==> src/rtl/mcopy_pkg.sv <==
package mcopy_pkg;
  localparam int WORD_BYTES = 4;
  localparam int DATA_W = 8 * WORD_BYTES;

  typedef enum logic [2:0] {
    ST_IDLE,
    ST_PICK,
    ST_READ,
    ST_WRITE,
    ST_DONE
  } ctrl_state_e;

  typedef struct packed {
    logic load;
    logic rdFire;
    logic wrFire;
    logic byteUnit;
  } dp_strobe_t;
endpackage

==> src/rtl/mcopy_ctrl.sv <==
module mcopy_ctrl
  import mcopy_pkg::*;
#(
  parameter int LEN_W = 16,
  parameter int BURST_WORDS = 4,
  localparam int IDX_W = (BURST_WORDS > 1) ? $clog2(BURST_WORDS) : 1,
  localparam int BURST_BYTES = BURST_WORDS * WORD_BYTES
) (
  input  logic             clk,
  input  logic             rst_n,
  input  logic             start,
  input  logic [1:0]       startSrcLow,
  input  logic [1:0]       startDstLow,
  input  logic [LEN_W-1:0] startLen,
  input  logic [LEN_W-1:0] remaining,
  input  logic             memReady,
  output dp_strobe_t       strobe,
  output logic [IDX_W-1:0] idx,
  output logic             memValid,
  output logic             memWrite,
  output logic             busy,
  output logic             done
);
  ctrl_state_e state;
  logic wordMode;
  logic unitIsByte;
  logic [IDX_W:0] unitCount;
  logic accept;
  logic lastIdx;

  assign memValid = (state == ST_READ) || (state == ST_WRITE);
  assign memWrite = (state == ST_WRITE);
  assign accept   = memValid && memReady;
  assign lastIdx  = ({1'b0, idx} == (unitCount - 1'b1));
  assign busy     = (state != ST_IDLE);
  assign done     = (state == ST_DONE);

  always_comb begin
    strobe.load     = (state == ST_IDLE) && start;
    strobe.rdFire   = (state == ST_READ) && accept;
    strobe.wrFire   = (state == ST_WRITE) && accept;
    strobe.byteUnit = unitIsByte;
  end

  always_ff @(posedge clk or negedge rst_n) begin
    if (!rst_n) begin
      state      <= ST_IDLE;
      wordMode   <= 1'b0;
      unitIsByte <= 1'b1;
      unitCount  <= (IDX_W+1)'(1);
      idx        <= '0;
    end else begin
      case (state)
        ST_IDLE: if (start) begin
          wordMode <= ((startSrcLow | startDstLow) == 2'b00) &&
                      (startLen >= LEN_W'(BURST_BYTES));
          state    <= ST_PICK;
        end
        ST_PICK: begin
          idx <= '0;
          if (remaining == '0) begin
            state <= ST_DONE;
          end else begin
            state <= ST_READ;
            if (wordMode && remaining >= LEN_W'(BURST_BYTES)) begin
              unitCount  <= (IDX_W+1)'(BURST_WORDS);
              unitIsByte <= 1'b0;
            end else if (wordMode && remaining >= LEN_W'(WORD_BYTES)) begin
              unitCount  <= (IDX_W+1)'(1);
              unitIsByte <= 1'b0;
            end else begin
              unitCount  <= (IDX_W+1)'(1);
              unitIsByte <= 1'b1;
            end
          end
        end
        ST_READ: if (accept) begin
          if (lastIdx) begin
            idx   <= '0;
            state <= ST_WRITE;
          end else begin
            idx <= idx + 1'b1;
          end
        end
        ST_WRITE: if (accept) begin
          if (lastIdx) begin
            idx   <= '0;
            state <= ST_PICK;
          end else begin
            idx <= idx + 1'b1;
          end
        end
        default: state <= ST_IDLE;
      endcase
    end
  end


  done_pulse_chk: assert property (@(posedge clk) disable iff (!rst_n)
    done |=> !done);


  done_empty_chk: assert property (@(posedge clk) disable iff (!rst_n)
    done |-> (remaining == '0));


  zero_len_chk: assert property (@(posedge clk) disable iff (!rst_n)
    (state == ST_PICK && remaining == '0) |=> (done && !memValid));


  burst_mode_chk: assert property (@(posedge clk) disable iff (!rst_n)
    (memValid && !unitIsByte) |-> wordMode);
endmodule

==> src/rtl/mcopy_datapath.sv <==
module mcopy_datapath
  import mcopy_pkg::*;
#(
  parameter int ADDR_W = 16,
  parameter int LEN_W = 16,
  parameter int BURST_WORDS = 4,
  localparam int IDX_W = (BURST_WORDS > 1) ? $clog2(BURST_WORDS) : 1
) (
  input  logic              clk,
  input  logic              rst_n,
  input  dp_strobe_t        strobe,
  input  logic [IDX_W-1:0]  idx,
  input  logic              memWrite,
  input  logic [ADDR_W-1:0] startSrc,
  input  logic [ADDR_W-1:0] startDst,
  input  logic [LEN_W-1:0]  startLen,
  input  logic [DATA_W-1:0] memRdata,
  output logic [ADDR_W-1:0] memAddr,
  output logic [DATA_W-1:0] memWdata,
  output logic [3:0]        memByteEn,
  output logic [LEN_W-1:0]  remaining
);
  logic [ADDR_W-1:0] srcPtr, dstPtr;
  logic [ADDR_W-1:0] ptrStep;
  logic [LEN_W-1:0]  lenStep;
  logic [DATA_W-1:0] wordBuf [BURST_WORDS];
  logic              capValid;
  logic [IDX_W-1:0]  capIdx;
  logic [1:0]        srcLane;
  logic [DATA_W-1:0] curWord;
  logic [7:0]        byteVal;
  logic [ADDR_W-1:0] selPtr;

  assign ptrStep = strobe.byteUnit ? ADDR_W'(1) : ADDR_W'(WORD_BYTES);
  assign lenStep = strobe.byteUnit ? LEN_W'(1) : LEN_W'(WORD_BYTES);

  always_ff @(posedge clk or negedge rst_n) begin
    if (!rst_n) begin
      srcPtr    <= '0;
      dstPtr    <= '0;
      remaining <= '0;
      capValid  <= 1'b0;
      capIdx    <= '0;
      srcLane   <= '0;
    end else begin
      capValid <= strobe.rdFire;
      if (strobe.load) begin
        srcPtr    <= startSrc;
        dstPtr    <= startDst;
        remaining <= startLen;
      end
      if (strobe.rdFire) begin
        srcPtr  <= srcPtr + ptrStep;
        capIdx  <= idx;
        srcLane <= srcPtr[1:0];
      end
      if (strobe.wrFire) begin
        dstPtr    <= dstPtr + ptrStep;
        remaining <= remaining - lenStep;
      end
    end
  end

  always_ff @(posedge clk) begin
    if (capValid) wordBuf[capIdx] <= memRdata;
  end

  assign curWord  = (capValid && capIdx == idx) ? memRdata : wordBuf[idx];
  assign byteVal  = curWord[8*srcLane +: 8];
  assign selPtr   = memWrite ? dstPtr : srcPtr;
  assign memAddr  = {selPtr[ADDR_W-1:2], 2'b00};
  assign memWdata = strobe.byteUnit ? {WORD_BYTES{byteVal}} : curWord;

  always_comb begin
    if (!memWrite)            memByteEn = 4'b0000;
    else if (strobe.byteUnit) memByteEn = 4'b0001 << dstPtr[1:0];
    else                      memByteEn = 4'b1111;
  end


  word_src_align_chk: assert property (@(posedge clk) disable iff (!rst_n)
    (strobe.rdFire && !strobe.byteUnit) |-> (srcPtr[1:0] == 2'b00));


  word_dst_align_chk: assert property (@(posedge clk) disable iff (!rst_n)
    (strobe.wrFire && !strobe.byteUnit) |-> (dstPtr[1:0] == 2'b00));


  no_underflow_chk: assert property (@(posedge clk) disable iff (!rst_n)
    strobe.wrFire |-> (remaining >= lenStep));
endmodule

==> src/rtl/mem_copy_engine.sv <==
module mem_copy_engine
  import mcopy_pkg::*;
#(
  parameter int ADDR_W = 16,
  parameter int LEN_W = 16,
  parameter int BURST_WORDS = 4,
  localparam int IDX_W = (BURST_WORDS > 1) ? $clog2(BURST_WORDS) : 1
) (
  input  logic              clk,
  input  logic              rst_n,
  input  logic              start,
  input  logic [ADDR_W-1:0] srcAddr,
  input  logic [ADDR_W-1:0] dstAddr,
  input  logic [LEN_W-1:0]  byteLen,
  output logic              busy,
  output logic              done,
  output logic              memValid,
  input  logic              memReady,
  output logic              memWrite,
  output logic [ADDR_W-1:0] memAddr,
  output logic [31:0]       memWdata,
  output logic [3:0]        memByteEn,
  input  logic [31:0]       memRdata
);
  dp_strobe_t       strobe;
  logic [IDX_W-1:0] idx;
  logic [LEN_W-1:0] remaining;

  mcopy_ctrl #(.LEN_W(LEN_W), .BURST_WORDS(BURST_WORDS)) u_ctrl (
    .clk(clk), .rst_n(rst_n), .start(start),
    .startSrcLow(srcAddr[1:0]), .startDstLow(dstAddr[1:0]),
    .startLen(byteLen), .remaining(remaining), .memReady(memReady),
    .strobe(strobe), .idx(idx), .memValid(memValid), .memWrite(memWrite),
    .busy(busy), .done(done)
  );

  mcopy_datapath #(.ADDR_W(ADDR_W), .LEN_W(LEN_W), .BURST_WORDS(BURST_WORDS)) u_dp (
    .clk(clk), .rst_n(rst_n), .strobe(strobe), .idx(idx), .memWrite(memWrite),
    .startSrc(srcAddr), .startDst(dstAddr), .startLen(byteLen),
    .memRdata(memRdata), .memAddr(memAddr), .memWdata(memWdata),
    .memByteEn(memByteEn), .remaining(remaining)
  );


  req_hold_chk: assert property (@(posedge clk) disable iff (!rst_n)
    (memValid && !memReady) |=> (memValid && $stable(memAddr) && $stable(memWrite)
                                 && $stable(memByteEn) && $stable(memWdata)));


  read_enable_chk: assert property (@(posedge clk) disable iff (!rst_n)
    (memValid && !memWrite) |-> (memByteEn == 4'b0000));


  byte_lane_chk: assert property (@(posedge clk) disable iff (!rst_n)
    (memValid && memWrite) |-> ($onehot(memByteEn) || memByteEn == 4'b1111));
endmodule

==> config.mk <==
export PLATFORM = sky130hd
export DESIGN_NAME = mem_copy_engine
export DESIGN_NICKNAME = d
export VERILOG_FILES = /design/src/rtl/mcopy_pkg.sv /design/src/rtl/mcopy_ctrl.sv /design/src/rtl/mcopy_datapath.sv /design/src/rtl/mem_copy_engine.sv
export SDC_FILE = /design/constraint.sdc
export NUM_CORES = 1
export LEC_CHECK = 0
export ABC_AREA = 1
export ABC_CLOCK_PERIOD_IN_PS = 4400
export BUFFER_PORTS_ARGS = -buffer_cell sky130_fd_sc_hd__buf_2
export CAP_MARGIN = 20
export CORE_UTILIZATION = 59
export CTS_CLUSTER_DIAMETER = 60
export DETAILED_ROUTE_END_ITERATION = 6
export GPL_TIMING_DRIVEN = 0
export PLACE_DENSITY_LB_ADDON = 0.12
export SETUP_SLACK_MARGIN = 0.4
export SYNTH_ARGS = -nofsm -noshare
export SYNTH_HDL_FRONTEND = slang
export SYNTH_SLANG_ARGS = --single-unit
==> constraint.sdc <==
create_clock -name clk -period 4.4 [get_ports clk]
set_input_delay 0.66 -clock clk [delete_from_list [all_inputs] [get_ports clk]]
set_output_delay 0.66 -clock clk [all_outputs]
set_load 0.01 [all_outputs]
* Word-level counts from Yosys, hierarchy flattened
Memory sizes are Yosys's and may differ from the RTL's.
Index checks and enable logic that the tools add are counted.
** Word-level totals
- Flip-flop bits (word level) :: 63
- Latch bits :: 0
- Memory bits (writable) :: 128
- ROM bits :: 0
- Logic and storage cells :: 84
- Memories kept :: 1
** Operators by class
- Add/sub/neg operators :: 5
- Multiply operators :: 0
- Div/mod/pow operators :: 0
- Order comparisons :: 3
- Eq/ne operators :: 12
- Shift operators :: 2
- Mux-type cells :: 27
- Bitwise gates (word level) :: 2
- Reduce and logical (&&, ||, !) cells :: 21
** Memories
- u_dp.wordBuf :: words 4, bits a word 32, rd ports 1, clocked after memory_dff 0, wr ports 1, line mcopy_datapath.sv:26 : logic [DATA_W-1:0] wordBuf [BURST_WORDS];
** Operators by type and width (number)
- $mux W16 :: 7
- $mux W32 :: 2
- $add A16 B16 Y16 :: 2
- $ge A16 B5 Y1 const B :: 2
- $shiftx A32 B6 Y8 :: 1
- $mux W3 :: 8
- $ge A16 B3 Y1 const B :: 1
- $logic_not A16 Y1 :: 1
- $sub A16 B16 Y16 :: 1
- $pmux W3 S4 :: 1
- $logic_and A1 B1 Y1 :: 8
- $mux W4 :: 2
- $eq A3 B2 Y1 const B :: 2
- $ne A2 B1 Y1 const B :: 3
- $ne A2 B2 Y1 const B :: 3
- $reduce_and A2 Y1 :: 3
- $reduce_bool A2 Y1 :: 3
- $reduce_and A5 Y1 :: 1
- $mux W1 :: 4
- $mux W2 :: 2
- $pmux W2 S2 :: 1
- $shl A1 B2 Y4 const A :: 1
- $eq A2 B3 Y1 :: 1
- $eq A3 B1 Y1 const B :: 1
- 11 further kinds :: 11

* Depth between registers and ports, before layout
- Word-level depth :: 5
- Mapped depth :: 13
- Depth with buffers taken out :: 12

* By module
Synthesis repeated with hierarchy kept, for this count alone.
** Unflattened totals
- Cells, all modules :: 1387
- Area, all modules :: 10737.8 sq um
** Modules (own cells, without submodules)
- mcopy_datapath :: times used 1, cells an instance 1284, area an instance 10055.9 sq um, sequential area each 5170.0 sq um
- mcopy_ctrl :: times used 1, cells an instance 103, area an instance 681.9 sq um, sequential area each 227.7 sq um

* Worst setup path before layout
Ideal clock, no wire load.
- Kind :: register to register
- From :: register u_dp.capIdx[0]
- To :: memory u_dp.wordBuf[3][0] (netlist bit), enable pin
- Library setup time :: 0.461 ns
- Arrival time :: 2.771 ns
- Slack :: 1.167 ns
- Stages on the path, launching flop included :: 3
- Buffers on the path :: 0
- Clock period less this slack :: 3.233 ns
- Cell sequence :: dfrtp_1 > inv_1 > nor3_1
** RTL lines
- start: declaration :: line mcopy_datapath.sv:28 : logic [IDX_W-1:0] capIdx;
- start signal: assignment :: line mcopy_datapath.sv:54 : capIdx <= idx;
- end: declaration :: line mcopy_datapath.sv:26
No word-level cell before the write port.

* Worst setup path in the final report
- From :: register u_ctrl.idx[1]
- To :: output memWdata[4]
** On the way
- Cells in the longest elaborated chain, start to end :: 5
- Elaborated cells between the ends (all ways) :: 6
** Ends and longest elaborated chain
- start: declaration :: line mcopy_ctrl.sv:18 : output logic [IDX_W-1:0] idx,
- start signal: assignment :: line mcopy_ctrl.sv:82 : idx <= idx + 1'b1;
- start signal: assignment :: line mcopy_ctrl.sv:90 : idx <= idx + 1'b1;
- branches (longest 2 deep; another with $mem_v2 Z4 W32)
- $mux W32 * :: line mcopy_datapath.sv:68 : assign curWord = (capValid && capIdx == idx) ? memRdata : wordBuf[idx];
- $shiftx A32 B6 Y8 :: line mcopy_datapath.sv:69 : assign byteVal = curWord[8*srcLane +: 8];
- $mux W32 * :: line mcopy_datapath.sv:72 : assign memWdata = strobe.byteUnit ? {WORD_BYTES{byteVal}} : curWord;
- end: declaration :: line mem_copy_engine.sv:21 : output logic [31:0] memWdata,
Every way passes the cells marked *.

==> results by group <==
Power and ir drop
  – Pwr/cell area: 704.8 mW/mm^2
  – Peak supply drop: 0.5215 mV
  – Sw Pwr: 4.064 mW
  – Gate power share: 52.0%
  – Switching Fraction: 46.97%
  – P_leak: 5.931 nW
  – Sequential power share: 30.6%
  – Total internal power: 4.588 mW
  – Clock share of power: 17.4%

STA
  – Final Skew: 0.01166 ns
  – Tightest Pin Transition: 0.8255 ns
  – Unrepaired setup endpoints after global routing: false
  – Final worst-path setup slack: 1.127 ns
  – Setup Viol. Count Final: 0
  – Peak Freq: 0.3055 GHz
  – Max Slew Vio Count: 0
  – Tmin final: 3.273 ns
  – Relative slew slack: 44.96%
  – Period Utilization, post-route: 74.38%
  – Final hold viol count: 0

Clock tree
  – Worst-path clk slew: 0.07 ns
  – Setup Buffers After CTS: 0
  – CTS tree: yes
  – CTS Buffer Depth: 2
  – Clock Latency Late Sink: 0.45 ns
  – Num CTS Buffers: 17
  – CTS Sinks: 190
  – CTS Root Buffer Type: clkbuf_16
  – PostCTS Resize Cnt: 0
  – H-tree Lvls: 4
  – Hold buffers post-CTS: 0

Place
  – Cell area after placement: 0.01171 mm^2
  – Port-buffer cells: 137
  – GP Congestion: 1.002
  – HPWL Detailed: 21830 um
  – Dpl ws: 1.415 ns

Drt
  – Vias per cell: 5.613
  – Routed WL: 29890 um
  – DRC errors left: 0
  – First DRT Iteration DRCs: 1041
  – Vias: 9738
  – Detail Route Antenna Nets: 0
  – Wire length per cell: 17.23 um
  – DR pass1 iterations: 6

Yosys
  – Total number of yosys warnings: 0
  – Yosys cell types: 46
  – Top cell type's share of synthesized area: 36.37%
  – Post-synth EDFFs: 128
  – Synth area leaders: edfxtp_1 36%, nand2_1 17%, dfrtp_1 14%
  – Syn avg cell area: 7.970 um^2
  – Yosys top cell by area: edfxtp_1
  – Mapped Cells: 1326
  – Async SR Flop Fraction: 32.63%
  – Most used DFF post-synth: edfxtp_1
  – Post-Syn Area: 0.01057 mm^2
  – Seq/Total Area, Yosys: 51.08%
  – Register bit total from synthesis: 190
  – Count leader, synth: nand2_1
  – Commonest cells in the netlist: 469 x nand2_1, 170 x inv_1, 164 x nand3_1

Die
  – Die width: 135.8 um
  – I/O Pins: 140
  – Row count: 48
  – Starting density of the core: 60.68%
  – Die Ht: 135.8 um
  – Core ar.: 0.01742 mm^2
  – Die area: 0.01845 mm^2

Critical path
  – CP max stage delay: 0.54 ns
  – Critical path type: reg2out
  – CP Capture Type: output pin
  – Max FO, Critical Path: 10
  – Slowest stage cell, crit path: clkbuf_1
  – Startpoint types: flip-flop
  – Worst Path Required: 3.74 ns
  – CP arrival: 2.61 ns
  – Cells along the critical path: buf_2 -> clkbuf_1 -> nand3_1 -> nand2_1 -> nand2_1 -> nand3_1 -> nand3_1 -> nand2_1 -> nand2_1 -> nand2_1 -> buf_2
  – CP most frequent cell: nand2_1

Finish
  – Layout area overhead: 16.16%
  – Multi-input gate area: 0.004185 mm^2
  – Core Util, Final: 70.48%
  – Filler Cells Inserted: 1413
  – Layout cells sized above 1: 16.77%
  – Sequential cell area: 0.005398 mm^2
  – Final instance area: 0.01228 mm^2
  – Final nets: 1589

Run
  – Max-Cap Viols: 0

GRT
  – Total GRT Usage: 33.46%
  – Pin count of the biggest net entering global routing: 63
  – Vias in the first global route: 8982
  – Antenna violations before repair: 1
  – First-pass GRT wire length: 46420 um
  – Gr ovfl total: 0

Status
  – Status: complete, no violations

Hold path
  – Min-Delay Path Class: in2async
-- state kept, by name, indices dropped and copies added (netlist names), 3 cells and up --
register / flops
u_dp.srcPtr: 16
u_dp.wordBuf: 128
u_ctrl.state: 3
u_dp.remaining: 16
u_dp.dstPtr: 16
-- worst max-delay path: cells and delay by family, from the launching register on --
family                 cells  cell delay (ns)
buffers and inverters      3             0.89
DFF                        1             0.32
and+or+nand+nor            8             0.94
-- logic make-up (layout without fill, tap and decap cells) --
family / count (synthesis) / after routing / synth area share [%]
adders and majority gates: 9 / 9 / 1.066
other: 1 / 3 / 0.03549
and+or+nand+nor: 754 / 754 / 30.56
buffers and inverters: 237 / 419 / 9.543
AOI/OAI and AO/OA: 123 / 123 / 6.725
xor gates and xnor gates: 12 / 12 / 0.9946
DFF: 190 / 190 / 51.08
-- worst paths after layout --
kind	start	endpoint	slack, ns	cells past startpoint
setup / recovery	u_ctrl.idx[1]	memWdata[4]	1.13	11
hold / removal	rst_n	u_dp.srcPtr[12]	0.29	1
setup reg to reg	u_ctrl.unitIsByte	u_dp.srcPtr[10]	1.33	10
hold reg to reg	u_dp.remaining[15]	u_dp.remaining[15]	0.54	2
max in group asynchronous	rst_n	u_dp.remaining[2]	3.54	1
min in group clk	dstAddr[10]	u_dp.dstPtr[10]	0.42	3
-- power by group through the flow --
stage | Clock (mW) | Combinational (mW) | Sequential [mW]
global route | 1.58 | 4.95 | 2.69
floorplan | 0 | 2.91 | 2.58
global placement | 0 | 4.29 | 2.68
finish | 1.50 | 4.50 | 2.65
CTS | 1.52 | 4.43 | 2.64
detailed placement | 0 | 4.40 | 2.67
-- final cells by class --
class                           instances  area share, %
Clock inverter                         14          1.111
Sequential cell                       190          43.97
Buffer                                 57          2.670
Multi-Input combinational cell        900          34.09
Inverter                              180          5.545
Timing Repair Buffer                  150          6.799
Clock buffer                           18          3.496
Tap cell                              225          2.293
Antenna cell                            1        0.02039
-- placed cells by master (no fill, tap or decap), types with 14 or more instances in the layout --
cell and n:
nand2_1 469, dfrtp_1 60, buf_4 20, a21oi_1 25, edfxtp_1 128, nor3_1 15, o21ai_1 21, buf_2 155
o21ai_0 44, clkbuf_1 16, nor2_1 66, nand3_1 164, clkbuf_16 17, buf_6 14, inv_1 170
-- metal layers --
metal  vias up  wire length [um]  track usage [%]
met2       560             14280            56.35
met4         0               821            12.42
met3        64              2753            5.518
met5         -                 0                0
li1       4646                 -                -
met1      4468             12040            43.39
-- per-stage QoR --
step,power (mW),TNS [ns],std cells,hold slack [ns]
after floorplan,5.494,0,1327,0.3644
after global placement,6.965,-60.39,1689,0.5096
after detailed placement,7.066,0,1702,0.5193
after CTS,8.583,0,1734,0.3355
after global routing,9.221,0,1734,0.3703
final,8.651,0,1735,0.2877
Note: power is estimated with default switching activity, not from simulation.
